==> src/rtl/drg_pkg.sv <==
// Shared types of the timed ramp generator.
// Assumes: control flags are latched together with the numeric settings.
package drg_pkg;

    // Working control flags of the sweep.
    typedef struct packed {
        logic ena;    // sweep enable
        logic nd_hi;  // snap to lower bound on reaching upper bound
        logic nd_lo;  // snap to upper bound on reaching lower bound
        logic clr;    // force accumulator to zero every clock
    } drg_ctrl_t;

endpackage

==> src/rtl/drg_shadow.sv <==
// Working copy of the sweep settings, loaded from staged inputs on the update strobe.
// Assumes: staged inputs are stable around the clock edge where upd_i is high.
module drg_shadow
    import drg_pkg::*;
#(
    parameter int unsigned ACC_W = 32,
    parameter int unsigned PER_W = 16
) (
    input  logic             clk,
    input  logic             rst_n,
    input  logic             upd_i,
    input  logic [ACC_W-1:0] lim_lo_i,
    input  logic [ACC_W-1:0] lim_hi_i,
    input  logic [ACC_W-1:0] step_up_i,
    input  logic [ACC_W-1:0] step_dn_i,
    input  logic [PER_W-1:0] per_up_i,
    input  logic [PER_W-1:0] per_dn_i,
    input  drg_ctrl_t        ctl_i,
    output logic [ACC_W-1:0] lim_lo_o,
    output logic [ACC_W-1:0] lim_hi_o,
    output logic [ACC_W-1:0] step_up_o,
    output logic [ACC_W-1:0] step_dn_o,
    output logic [PER_W-1:0] per_up_o,
    output logic [PER_W-1:0] per_dn_o,
    output drg_ctrl_t        ctl_o
);

    // Load every setting at once on the update strobe; clear on reset.
    always_ff @(posedge clk) begin
        if (!rst_n) begin
            lim_lo_o  <= '0;
            lim_hi_o  <= '0;
            step_up_o <= '0;
            step_dn_o <= '0;
            per_up_o  <= '0;
            per_dn_o  <= '0;
            ctl_o     <= '0;
        end else if (upd_i) begin
            lim_lo_o  <= lim_lo_i;
            lim_hi_o  <= lim_hi_i;
            step_up_o <= step_up_i;
            step_dn_o <= step_dn_i;
            per_up_o  <= per_up_i;
            per_dn_o  <= per_dn_i;
            ctl_o     <= ctl_i;
        end
    end

endmodule

==> src/rtl/drg_pacer.sv <==
// Slow-tick prescaler plus per-direction rate timer; pulses fire_o when a step is due.
// Assumes: a period of 0 means 1; while run_i is low both counters sit at zero.
module drg_pacer #(
    parameter int unsigned PER_W   = 16,
    parameter int unsigned CLK_DIV = 4
) (
    input  logic             clk,
    input  logic             rst_n,
    input  logic             run_i,
    input  logic             hold_i,
    input  logic             dir_i,
    input  logic [PER_W-1:0] per_up_i,
    input  logic [PER_W-1:0] per_dn_i,
    output logic             fire_o
);

    localparam int unsigned PS_W = (CLK_DIV > 1) ? $clog2(CLK_DIV) : 1;

    logic             tick;
    logic [PER_W-1:0] tmr_q;
    logic [PER_W-1:0] per_sel;
    logic [PER_W:0]   per_eff;
    logic [PER_W:0]   tmr_inc;

    generate
        if (CLK_DIV > 1) begin : g_div
            logic [PS_W-1:0] ps_q;

            // Count system clocks so that one slow tick occurs every CLK_DIV clocks.
            always_ff @(posedge clk) begin
                if (!rst_n || !run_i) begin
                    ps_q <= '0;
                end else if (ps_q == PS_W'(CLK_DIV - 1)) begin
                    ps_q <= '0;
                end else begin
                    ps_q <= ps_q + 1'b1;
                end
            end

            assign tick = run_i && (ps_q == PS_W'(CLK_DIV - 1));
        end else begin : g_nodiv
            assign tick = run_i;
        end
    endgenerate

    // Select the period of the current direction, treating zero as one.
    always_comb begin
        per_sel = dir_i ? per_up_i : per_dn_i;
        per_eff = (per_sel == '0) ? (PER_W+1)'(1) : {1'b0, per_sel};
        tmr_inc = {1'b0, tmr_q} + (PER_W+1)'(1);
        fire_o  = tick && !hold_i && (tmr_inc >= per_eff);
    end

    // Rate timer: advances on unfrozen slow ticks and restarts when a step fires.
    always_ff @(posedge clk) begin
        if (!rst_n || !run_i) begin
            tmr_q <= '0;
        end else if (tick && !hold_i) begin
            tmr_q <= fire_o ? '0 : tmr_inc[PER_W-1:0];
        end
    end

endmodule

==> src/rtl/drg_accum.sv <==
// Sweep accumulator with saturating steps, optional snap-back at each bound and clears.
// Assumes: aclr_i is already qualified by the update strobe and the staged enable.
module drg_accum #(
    parameter int unsigned ACC_W = 32
) (
    input  logic             clk,
    input  logic             rst_n,
    input  logic             run_i,
    input  logic             clr_i,
    input  logic             aclr_i,
    input  logic             fire_i,
    input  logic             dir_i,
    input  logic             nd_hi_i,
    input  logic             nd_lo_i,
    input  logic [ACC_W-1:0] lim_lo_i,
    input  logic [ACC_W-1:0] lim_hi_i,
    input  logic [ACC_W-1:0] step_up_i,
    input  logic [ACC_W-1:0] step_dn_i,
    output logic [ACC_W-1:0] acc_o
);

    logic [ACC_W:0]   sum_w;
    logic [ACC_W:0]   dif_w;
    logic [ACC_W-1:0] rise_nxt;
    logic [ACC_W-1:0] fall_nxt;

    // Compute the next rising and falling values with one guard bit against wrap.
    always_comb begin
        sum_w = {1'b0, acc_o} + {1'b0, step_up_i};
        dif_w = {1'b0, acc_o} - {1'b0, step_dn_i};
        if (sum_w >= {1'b0, lim_hi_i}) begin
            rise_nxt = nd_hi_i ? lim_lo_i : lim_hi_i;
        end else begin
            rise_nxt = sum_w[ACC_W-1:0];
        end
        if (dif_w[ACC_W] || (dif_w[ACC_W-1:0] <= lim_lo_i)) begin
            fall_nxt = nd_lo_i ? lim_hi_i : lim_lo_i;
        end else begin
            fall_nxt = dif_w[ACC_W-1:0];
        end
    end

    // Accumulator update: autoclear first, then clear, then a paced step.
    always_ff @(posedge clk) begin
        if (!rst_n) begin
            acc_o <= '0;
        end else if (aclr_i) begin
            acc_o <= '0;
        end else if (run_i) begin
            if (clr_i) begin
                acc_o <= '0;
            end else if (fire_i) begin
                acc_o <= dir_i ? rise_nxt : fall_nxt;
            end
        end
    end

endmodule

==> src/rtl/drg_top.sv <==
// Timed digital ramp generator: shadowed settings, paced accumulator and bound flag.
// Assumes: dir_i and hold_i are synchronous to clk; settings change only via upd_i.
module drg_top
    import drg_pkg::*;
#(
    parameter int unsigned ACC_W   = 32,
    parameter int unsigned PER_W   = 16,
    parameter int unsigned CLK_DIV = 4
) (
    input  logic             clk,
    input  logic             rst_n,
    input  logic             upd_i,
    input  logic [ACC_W-1:0] lim_lo_i,
    input  logic [ACC_W-1:0] lim_hi_i,
    input  logic [ACC_W-1:0] step_up_i,
    input  logic [ACC_W-1:0] step_dn_i,
    input  logic [PER_W-1:0] per_up_i,
    input  logic [PER_W-1:0] per_dn_i,
    input  logic             ena_i,
    input  logic             nd_hi_i,
    input  logic             nd_lo_i,
    input  logic             clr_i,
    input  logic             autoclr_i,
    input  logic             dir_i,
    input  logic             hold_i,
    output logic [ACC_W-1:0] ramp_o,
    output logic             at_lim_o
);

    drg_ctrl_t        ctl_stg;
    drg_ctrl_t        ctl_q;
    logic [ACC_W-1:0] lim_lo_q;
    logic [ACC_W-1:0] lim_hi_q;
    logic [ACC_W-1:0] step_up_q;
    logic [ACC_W-1:0] step_dn_q;
    logic [PER_W-1:0] per_up_q;
    logic [PER_W-1:0] per_dn_q;
    logic             fire;
    logic             aclr;

    // Pack the staged control flags.
    always_comb begin
        ctl_stg.ena   = ena_i;
        ctl_stg.nd_hi = nd_hi_i;
        ctl_stg.nd_lo = nd_lo_i;
        ctl_stg.clr   = clr_i;
    end

    assign aclr = upd_i && ena_i && autoclr_i;

    drg_shadow #(.ACC_W(ACC_W), .PER_W(PER_W)) u_shadow (
        .clk       (clk),
        .rst_n     (rst_n),
        .upd_i     (upd_i),
        .lim_lo_i  (lim_lo_i),
        .lim_hi_i  (lim_hi_i),
        .step_up_i (step_up_i),
        .step_dn_i (step_dn_i),
        .per_up_i  (per_up_i),
        .per_dn_i  (per_dn_i),
        .ctl_i     (ctl_stg),
        .lim_lo_o  (lim_lo_q),
        .lim_hi_o  (lim_hi_q),
        .step_up_o (step_up_q),
        .step_dn_o (step_dn_q),
        .per_up_o  (per_up_q),
        .per_dn_o  (per_dn_q),
        .ctl_o     (ctl_q)
    );

    drg_pacer #(.PER_W(PER_W), .CLK_DIV(CLK_DIV)) u_pacer (
        .clk      (clk),
        .rst_n    (rst_n),
        .run_i    (ctl_q.ena),
        .hold_i   (hold_i),
        .dir_i    (dir_i),
        .per_up_i (per_up_q),
        .per_dn_i (per_dn_q),
        .fire_o   (fire)
    );

    drg_accum #(.ACC_W(ACC_W)) u_accum (
        .clk       (clk),
        .rst_n     (rst_n),
        .run_i     (ctl_q.ena),
        .clr_i     (ctl_q.clr),
        .aclr_i    (aclr),
        .fire_i    (fire),
        .dir_i     (dir_i),
        .nd_hi_i   (ctl_q.nd_hi),
        .nd_lo_i   (ctl_q.nd_lo),
        .lim_lo_i  (lim_lo_q),
        .lim_hi_i  (lim_hi_q),
        .step_up_i (step_up_q),
        .step_dn_i (step_dn_q),
        .acc_o     (ramp_o)
    );

    // Flag the bound that the current direction is heading toward.
    assign at_lim_o = ctl_q.ena && (dir_i ? (ramp_o == lim_hi_q) : (ramp_o == lim_lo_q));

endmodule

==> config.mk <==
export PLATFORM = sky130hd
export DESIGN_NAME = drg_top
export DESIGN_NICKNAME = d
export VERILOG_FILES = /design/src/rtl/drg_pkg.sv /design/src/rtl/drg_shadow.sv /design/src/rtl/drg_pacer.sv /design/src/rtl/drg_accum.sv /design/src/rtl/drg_top.sv
export SDC_FILE = /design/constraint.sdc
export NUM_CORES = 1
export LEC_CHECK = 0
export BUFFER_PORTS_ARGS = -buffer_cell sky130_fd_sc_hd__buf_2
export CAP_MARGIN = 0
export CORE_UTILIZATION = 33
export CTS_CLUSTER_SIZE = 8
export DETAILED_ROUTE_END_ITERATION = 6
export PLACE_DENSITY = 0.61
export SYNTH_ARGS = -nofsm -noshare
export SYNTH_HDL_FRONTEND = slang
export SYNTH_HIERARCHICAL = 1
export SYNTH_SLANG_ARGS = --single-unit
==> constraint.sdc <==
create_clock -name clk -period 5.2 [get_ports clk]
set_input_delay 0.78 -clock clk [delete_from_list [all_inputs] [get_ports clk]]
set_output_delay 0.78 -clock clk [all_outputs]
set_load 0.01 [all_outputs]
==> Word-level counts from Yosys, hierarchy flattened <==
Cells that the tools add are included.
{ "op_classes": {"n_addsub": 4, "n_mul": 0, "div_mod_pow": 0, "n_lt_le_gt_ge": 3, "n_eq_ne": 3, "shift": 0, "muxes": 11, "n_bitwise": 1, "n_reduce_logical": 16} }
{ "ops": {"columns": ["cell", "n"], "rows": [
  ["$mux W32", 7],
  ["$eq A32 B32 Y1", 2],
  ["$mux W16", 3],
  ["$add A32 B32 Y33", 1],
  ["$ge A33 B32 Y1", 1],
  ["$sub A32 B32 Y33", 1],
  ["$le A32 B32 Y1", 1],
  ["$add A16 B1 Y17 const B", 1],
  ["$ge A17 B17 Y1", 1],
  ["$logic_not A16 Y1", 1],
  ["$logic_and A1 B1 Y1", 6],
  ["$reduce_or A2 Y1", 2],
  ["$logic_not A1 Y1", 3],
  ["$add A2 B1 Y2 const B", 1],
  ["$eq A2 B2 Y1 const B", 1],
  ["$logic_or A1 B1 Y1", 2],
  ["$reduce_and A2 Y1", 1],
  ["$reduce_bool A2 Y1", 1],
  ["$mux W1", 1],
  ["$not A1 Y1", 1]
]} }
{ "word_totals": {"register_bits": 214, "latchBits": 0, "ramBits": 0, "romBits": 0, "inputBits": 170, "memories": 0} }

==> Longest topological paths before layout <==
{ "depth": {"depth_word": 7, "depth_mapped": 26, "depth_no_buf": 23} }

==> Modules after synthesis <==
Netlist, hierarchy kept.
{ "by_module_without_submodules": {"columns": ["module", "n_inst", "cells_each", "area_each_um2"], "rows": [
  ["drg_accum", 1, 1060, 7561.0],
  ["drg_shadow", 1, 528, 6213.5],
  ["drg_pacer", 1, 219, 1716.6],
  ["drg_top", 1, 81, 726.9]
]} }

==> Worst setup path before layout <==
No wires, ideal clock.
{ "synth_path": {"path_type": "input -> register", "from": "input port dir_i", "to": "register u_accum.acc_o[28]", "arrival_time_ps": 4968, "required_ps": 5121, "setup_slack_ps": 153, "stages": 20, "n_path_buf": 5, "cell_sequence": "clkbuf_1 -> buf_2 -> mux2i_1 -> nand4_1 -> or4_1 -> nand2_1 -> ha_1 -> inv_1 -> or4_1 -> a31oi_1 -> a211oi_4 -> buf_4 -> a21oi_1 -> o21ai_0 -> nor3_1 -> and2_1 -> buf_1 -> clkbuf_1 -> o211ai_1 -> o211ai_1"} }
{ "synth_between": {"elab_chain_cells": 7, "word_cells_on_any_way": 10, "classes_between": "1 x order compare; 5 x mux; 4 x reduce/logical"} }
{ "synth_lines": {"columns": ["item", "line", "rtl"], "rows": [
  ["start, declared", "drg_top.sv:24", "input logic dir_i,"],
  ["$mux W16 (*)", "drg_pacer.sv:48", "per_sel = dir_i ? per_up_i : per_dn_i;"],
  ["$logic_not A16 Y1", "drg_pacer.sv:49", "per_eff = (per_sel == '0) ? (PER_W+1)'(1) : {1'b0, per_sel};"],
  ["$mux W16 (*)", "drg_pacer.sv:49", null],
  ["$ge A17 B17 Y1 (*)", "drg_pacer.sv:51", "fire_o = tick && !hold_i && (tmr_inc >= per_eff);"],
  ["$logic_and A1 B1 Y1 (*)", "drg_pacer.sv:51", null],
  ["named net fire", "drg_top.sv:38", "logic fire;"],
  ["$reduce_bool A2 Y1 (no line) (*)", null, null],
  ["$reduce_and A2 Y1 (no line) (*)", null, null],
  ["end signal, assigned", "drg_accum.sv:53", "acc_o <= dir_i ? rise_nxt : fall_nxt;"],
  ["end, declared", "drg_accum.sv:19", "output logic [ACC_W-1:0] acc_o"]
]} }
Mark *: on every way through the listed nets, which the timed path passes. The rest lies on a longest branch. The select of a mux whose other input is x is not followed.
A chain may end at the register's enable or synchronous reset.

==> Worst setup path after layout <==
{ "layout_path": {"from": "register u_accum.acc_o[0]", "to": "register u_accum.acc_o[17]"} }
{ "layout_between": {"elab_chain_cells": 7, "word_cells_on_any_way": 10, "classes_between": "2 x add/sub; 2 x order compare; 5 x mux; 1 x reduce/logical"} }
{ "layout_lines": {"columns": ["item", "line", "rtl"], "rows": [
  ["$sub A32 B32 Y33", "drg_accum.sv:30", "dif_w = {1'b0, acc_o} - {1'b0, step_dn_i};"],
  ["$le A32 B32 Y1", "drg_accum.sv:36", "if (dif_w[ACC_W] || (dif_w[ACC_W-1:0] <= lim_lo_i)) begin"],
  ["$logic_or A1 B1 Y1", "drg_accum.sv:36", null],
  ["$mux W32", "drg_accum.sv:36", null],
  ["$mux W32 (*)", "drg_accum.sv:53", null],
  ["$mux W32 (*)", "drg_accum.sv:52", "end else if (fire_i) begin"],
  ["$mux W32 (*)", "drg_accum.sv:50", "if (clr_i) begin"]
]} }
Mark *: on every way between the ends. The rest lies on a longest branch, timed or not. The select of a mux whose other input is x is not followed.

==> flow_summary.toml <==
[sta]
max-slew-margin-rel_pct = 21.3
fin_worst_skew_ns = 0.0332
final-max-slew-violation-count = 0
timing_worst_slew_pin_value_ns = 1.18
max_freq_mhz = 200
finalSetupViolCount = 0
timing.setup.tns_ns = 0
fin_crit_sh_pct = 96.1
finalCriticalPeriod_ns = 5.00
final-hold-violation-count = 0

[clock_network]
clkSinkCount = 214
clock_insertion_delay_at_the_later_pin_of_the_skew_report_ns = 0.59
cts_max_path_buffers = 3
clk_transition_reported_paths_ns = 0.06
cts-root-buf = "sky130_fd_sc_hd__clkbuf_16"
num_cts_buffers = 31
cts_tree = "yes"
htreeDepth = 1

[synth]
synth_async_sr_flop_share_pct = 0
syn_nets = 2206
synth_seq_area_share_pct = 26.4
number_of_flops_mapped_to_enable_cells_by_yosys = 0
synthesis.area_per_instance_um2 = 8.59
ys_seq_elements = 214
synth.yosys.warnings = 6
syn_area_mm2 = 0.0162
post_synth_num_cell_types = 68
postSynthCellCount = 1888
dominantRegCellSynth = "sky130_fd_sc_hd__dfxtp_1"

[global_routing]
antenna_found_initial = 2
gr-usage-all-layers_pct = 20.8
grt_first_pass_wirelength_mm = 81.3
grt_pass1_vias = 14200
largest_net_degree_at_the_start_of_global_routing = 129
global_route.overflow_total = 0

[route]
detailedRoute.firstPassIterationCount = 6
ant_nets = 0
avgRoutedWirePerCell_um = 19.3
postRouteWirelength_mm = 53.7
vias_per_cell = 5.23
drc = 0
detailedRoute.firstIterationViolations = 1108
detailroute.via_count = 14500

[worst_setup_path]
critPathCaptureType = "register"
setup_crit_start_kind = "register"
cell_with_the_biggest_individual_delay_on_the_critical_path = "sky130_fd_sc_hd__fa_1"
r2r_setup_slack_ns = 0.20
worstPathMaxFanout = 9
critPathRequiredTime_ns = 5.68
worstPathCellList = "inv_1 -> ha_1 -> inv_1 -> fa_1 -> a21o_1 -> a31o_2 -> o2111a_2 -> o31ai_4 -> a21oi_4 -> a41o_1 -> xor2_1 -> ha_1 -> nand4_1 -> nor4_4 -> and2_4 -> o21ai_1 -> a21oi_2 -> a2111oi_4 -> a211oi_4 -> buf_6 -> buf_12 -> mux2i_1 -> o22ai_1 -> a21o_1"
critical_path.reg2reg.endpoint = "u_accum/acc_o[17]"
worstPathBufferInverterCount = 4
crit_start = "u_accum/acc_o[0]"
path_depth = 24
cp.arrival_ns = 5.48
r2r_cells = 24
crit-reg2reg-launch = "u_accum/acc_o[0]"
critical_path_class = "register to register"
slowest_delay_ns = 0.40
critical-path-top-delay-family = "compound AO/OA/AOI/OAI gates"

[pwr]
ir_worst_vdd_mv = 0.241
static-leakage-power_uw = 0.00858
power_density_mw_per_mm2 = 244
totalPowerFinal_uw = 4700

[final_layout]
most-common-layout-cells = "sky130_fd_sc_hd__mux2i_1 (260), sky130_fd_sc_hd__dfxtp_1 (205), sky130_fd_sc_hd__buf_2 (199)"
fin_nets = 2435
final_layout_size_suffix_gt1_share_pct = 18.0
finalCoreUtilization_pct = 40.0
stdcell_area_mm2 = 0.0193
areaGrowthSynthToFinish_pct = 18.8
mostFrequentLayoutCell = "sky130_fd_sc_hd__mux2i_1"

[floorplan]
die-area_mm2 = 0.0500
core_mm2 = 0.0481
floorplan.die.height_um = 224
die_w_um = 224
io-pin-count = 203
row_count = 80
initial_utilization_pct = 33.7

[min_path]
hold-path-endpoint = "u_pacer/g_div.ps_q[0]"
timing.hold.worst_path_depth = 1
min-delay-start = "u_pacer/g_div.ps_q[0]"
holdCritPathClass = "register to register"

[place]
port_buffers = 202
globalplace.congestion = 0.919
placement.cell_area_mm2 = 0.0182
hpwlAfterDp_mm = 41.7

[run_status]
status = "complete, no violations"

[job]
drv.max_cap_violation_count = 0
==> per-layer routing <==
layer / track usage [%] / up-vias / wire (um)
met2: 33.9 / 449 / 23900
met1: 27.7 / 6806 / 24600
met3: 3.49 / 99 / 3150
li1: - / 7175 / -
met5: 0 / - / 13
met4: 7.31 / 2 / 2010
==> cells in the mapped netlist (all sizes together) (13+ instances only) <==
cell      n  area (um^2)
clkbuf   60          225
a21oi    87          439
o21ai   129          646
mux2     15          173
nor2b   182         1140
nor4     13         81.3
nor2     53          199
inv     114          428
nor3     28          145
nand2   124          465
mux2i   260         2600
ha      146         1830
a22oi    15          113
xnor2    77          674
a21o     42          315
o211ai   20          150
buf      40          355
xor2     26          228
dfxtp   214         4280
a211oi   26          208
a31oi    14         87.6
nand4    42          263
nand3    40          200
==> metrics by stage <==
step | instances | hold slack (ns) | setup WS [ns]
6_report | 2779 | 0.432 | 0.204
5_1_grt | 2778 | 0.449 | -0.00546
4_1_cts | 2772 | 0.424 | 0.00393
3_5_place_dp | 2729 | 0.421 | -0.244
3_3_place_gp | 2729 | 0.416 | -0.145
2_1_floorplan | 1888 | 0.408 | 0.153
==> kinds of logic after synthesis <==
family / Yosys count / share of synthesized area (%)
buf+inv: 214 / 6.22
fa+ha+maj: 148 / 11.5
simple gates: 539 / 17.8
flops: 214 / 26.4
compound gates: 395 / 15.4
xor+xnor: 103 / 5.56
mux: 275 / 17.1
==> what timing repair did <==
item / CTS / global route
gates resized for setup: 6 / 39
pin swaps: 4 / 12
setup buffers: 4 / 6
hold buffers: 0 / 0
endpoints found under the setup margin: 31 / 32
cloned: 1 / 0
==> final cells by class <==
| type | instances | area [um^2] |
|---|---|---|
| Tap cell | 656 | 821 |
| Inverter | 114 | 428 |
| Sequential cell | 214 | 4300 |
| Multi-Input combinational cell | 1461 | 11100 |
| Clock inverter | 2 | 13.8 |
| Clock buffer | 36 | 815 |
| Fill cell | 4905 | 28900 |
| Timing Repair Buffer | 295 | 1780 |
| Antenna cell | 1 | 2.50 |
==> worst max-delay path by stage <==
stage	end	slack (ns)
3_3_place_gp	u_accum/acc_o[19]	-0.15
5_1_grt	u_accum/acc_o[25]	-0.005
3_5_place_dp	u_accum/acc_o[17]	-0.24
2_1_floorplan	u_accum/acc_o[28]	0.15
6_report	u_accum/acc_o[17]	0.20
4_1_cts	u_accum/acc_o[17]	0.004
==> flip-flops by register name, indices dropped and copies added, names as in the netlist <==
register / flops
u_shadow/per_up_o: 16
u_pacer/g_div.ps_q: 2
u_shadow/lim_lo_o: 32
u_shadow/step_dn_o: 32
u_shadow/step_up_o: 32
u_accum/acc_o: 32
u_pacer/tmr_q: 16
u_shadow/ctl_o: 4
u_shadow/per_dn_o: 16
u_shadow/lim_hi_o: 32
==> power by group <==
| group | switching (uW) | internal [uW] |
|---|---|---|
| Clock | 745 | 1070 |
| Sequential | 81.7 | 1720 |
| Combinational | 592 | 483 |
(Power assumes the default switching activity.)
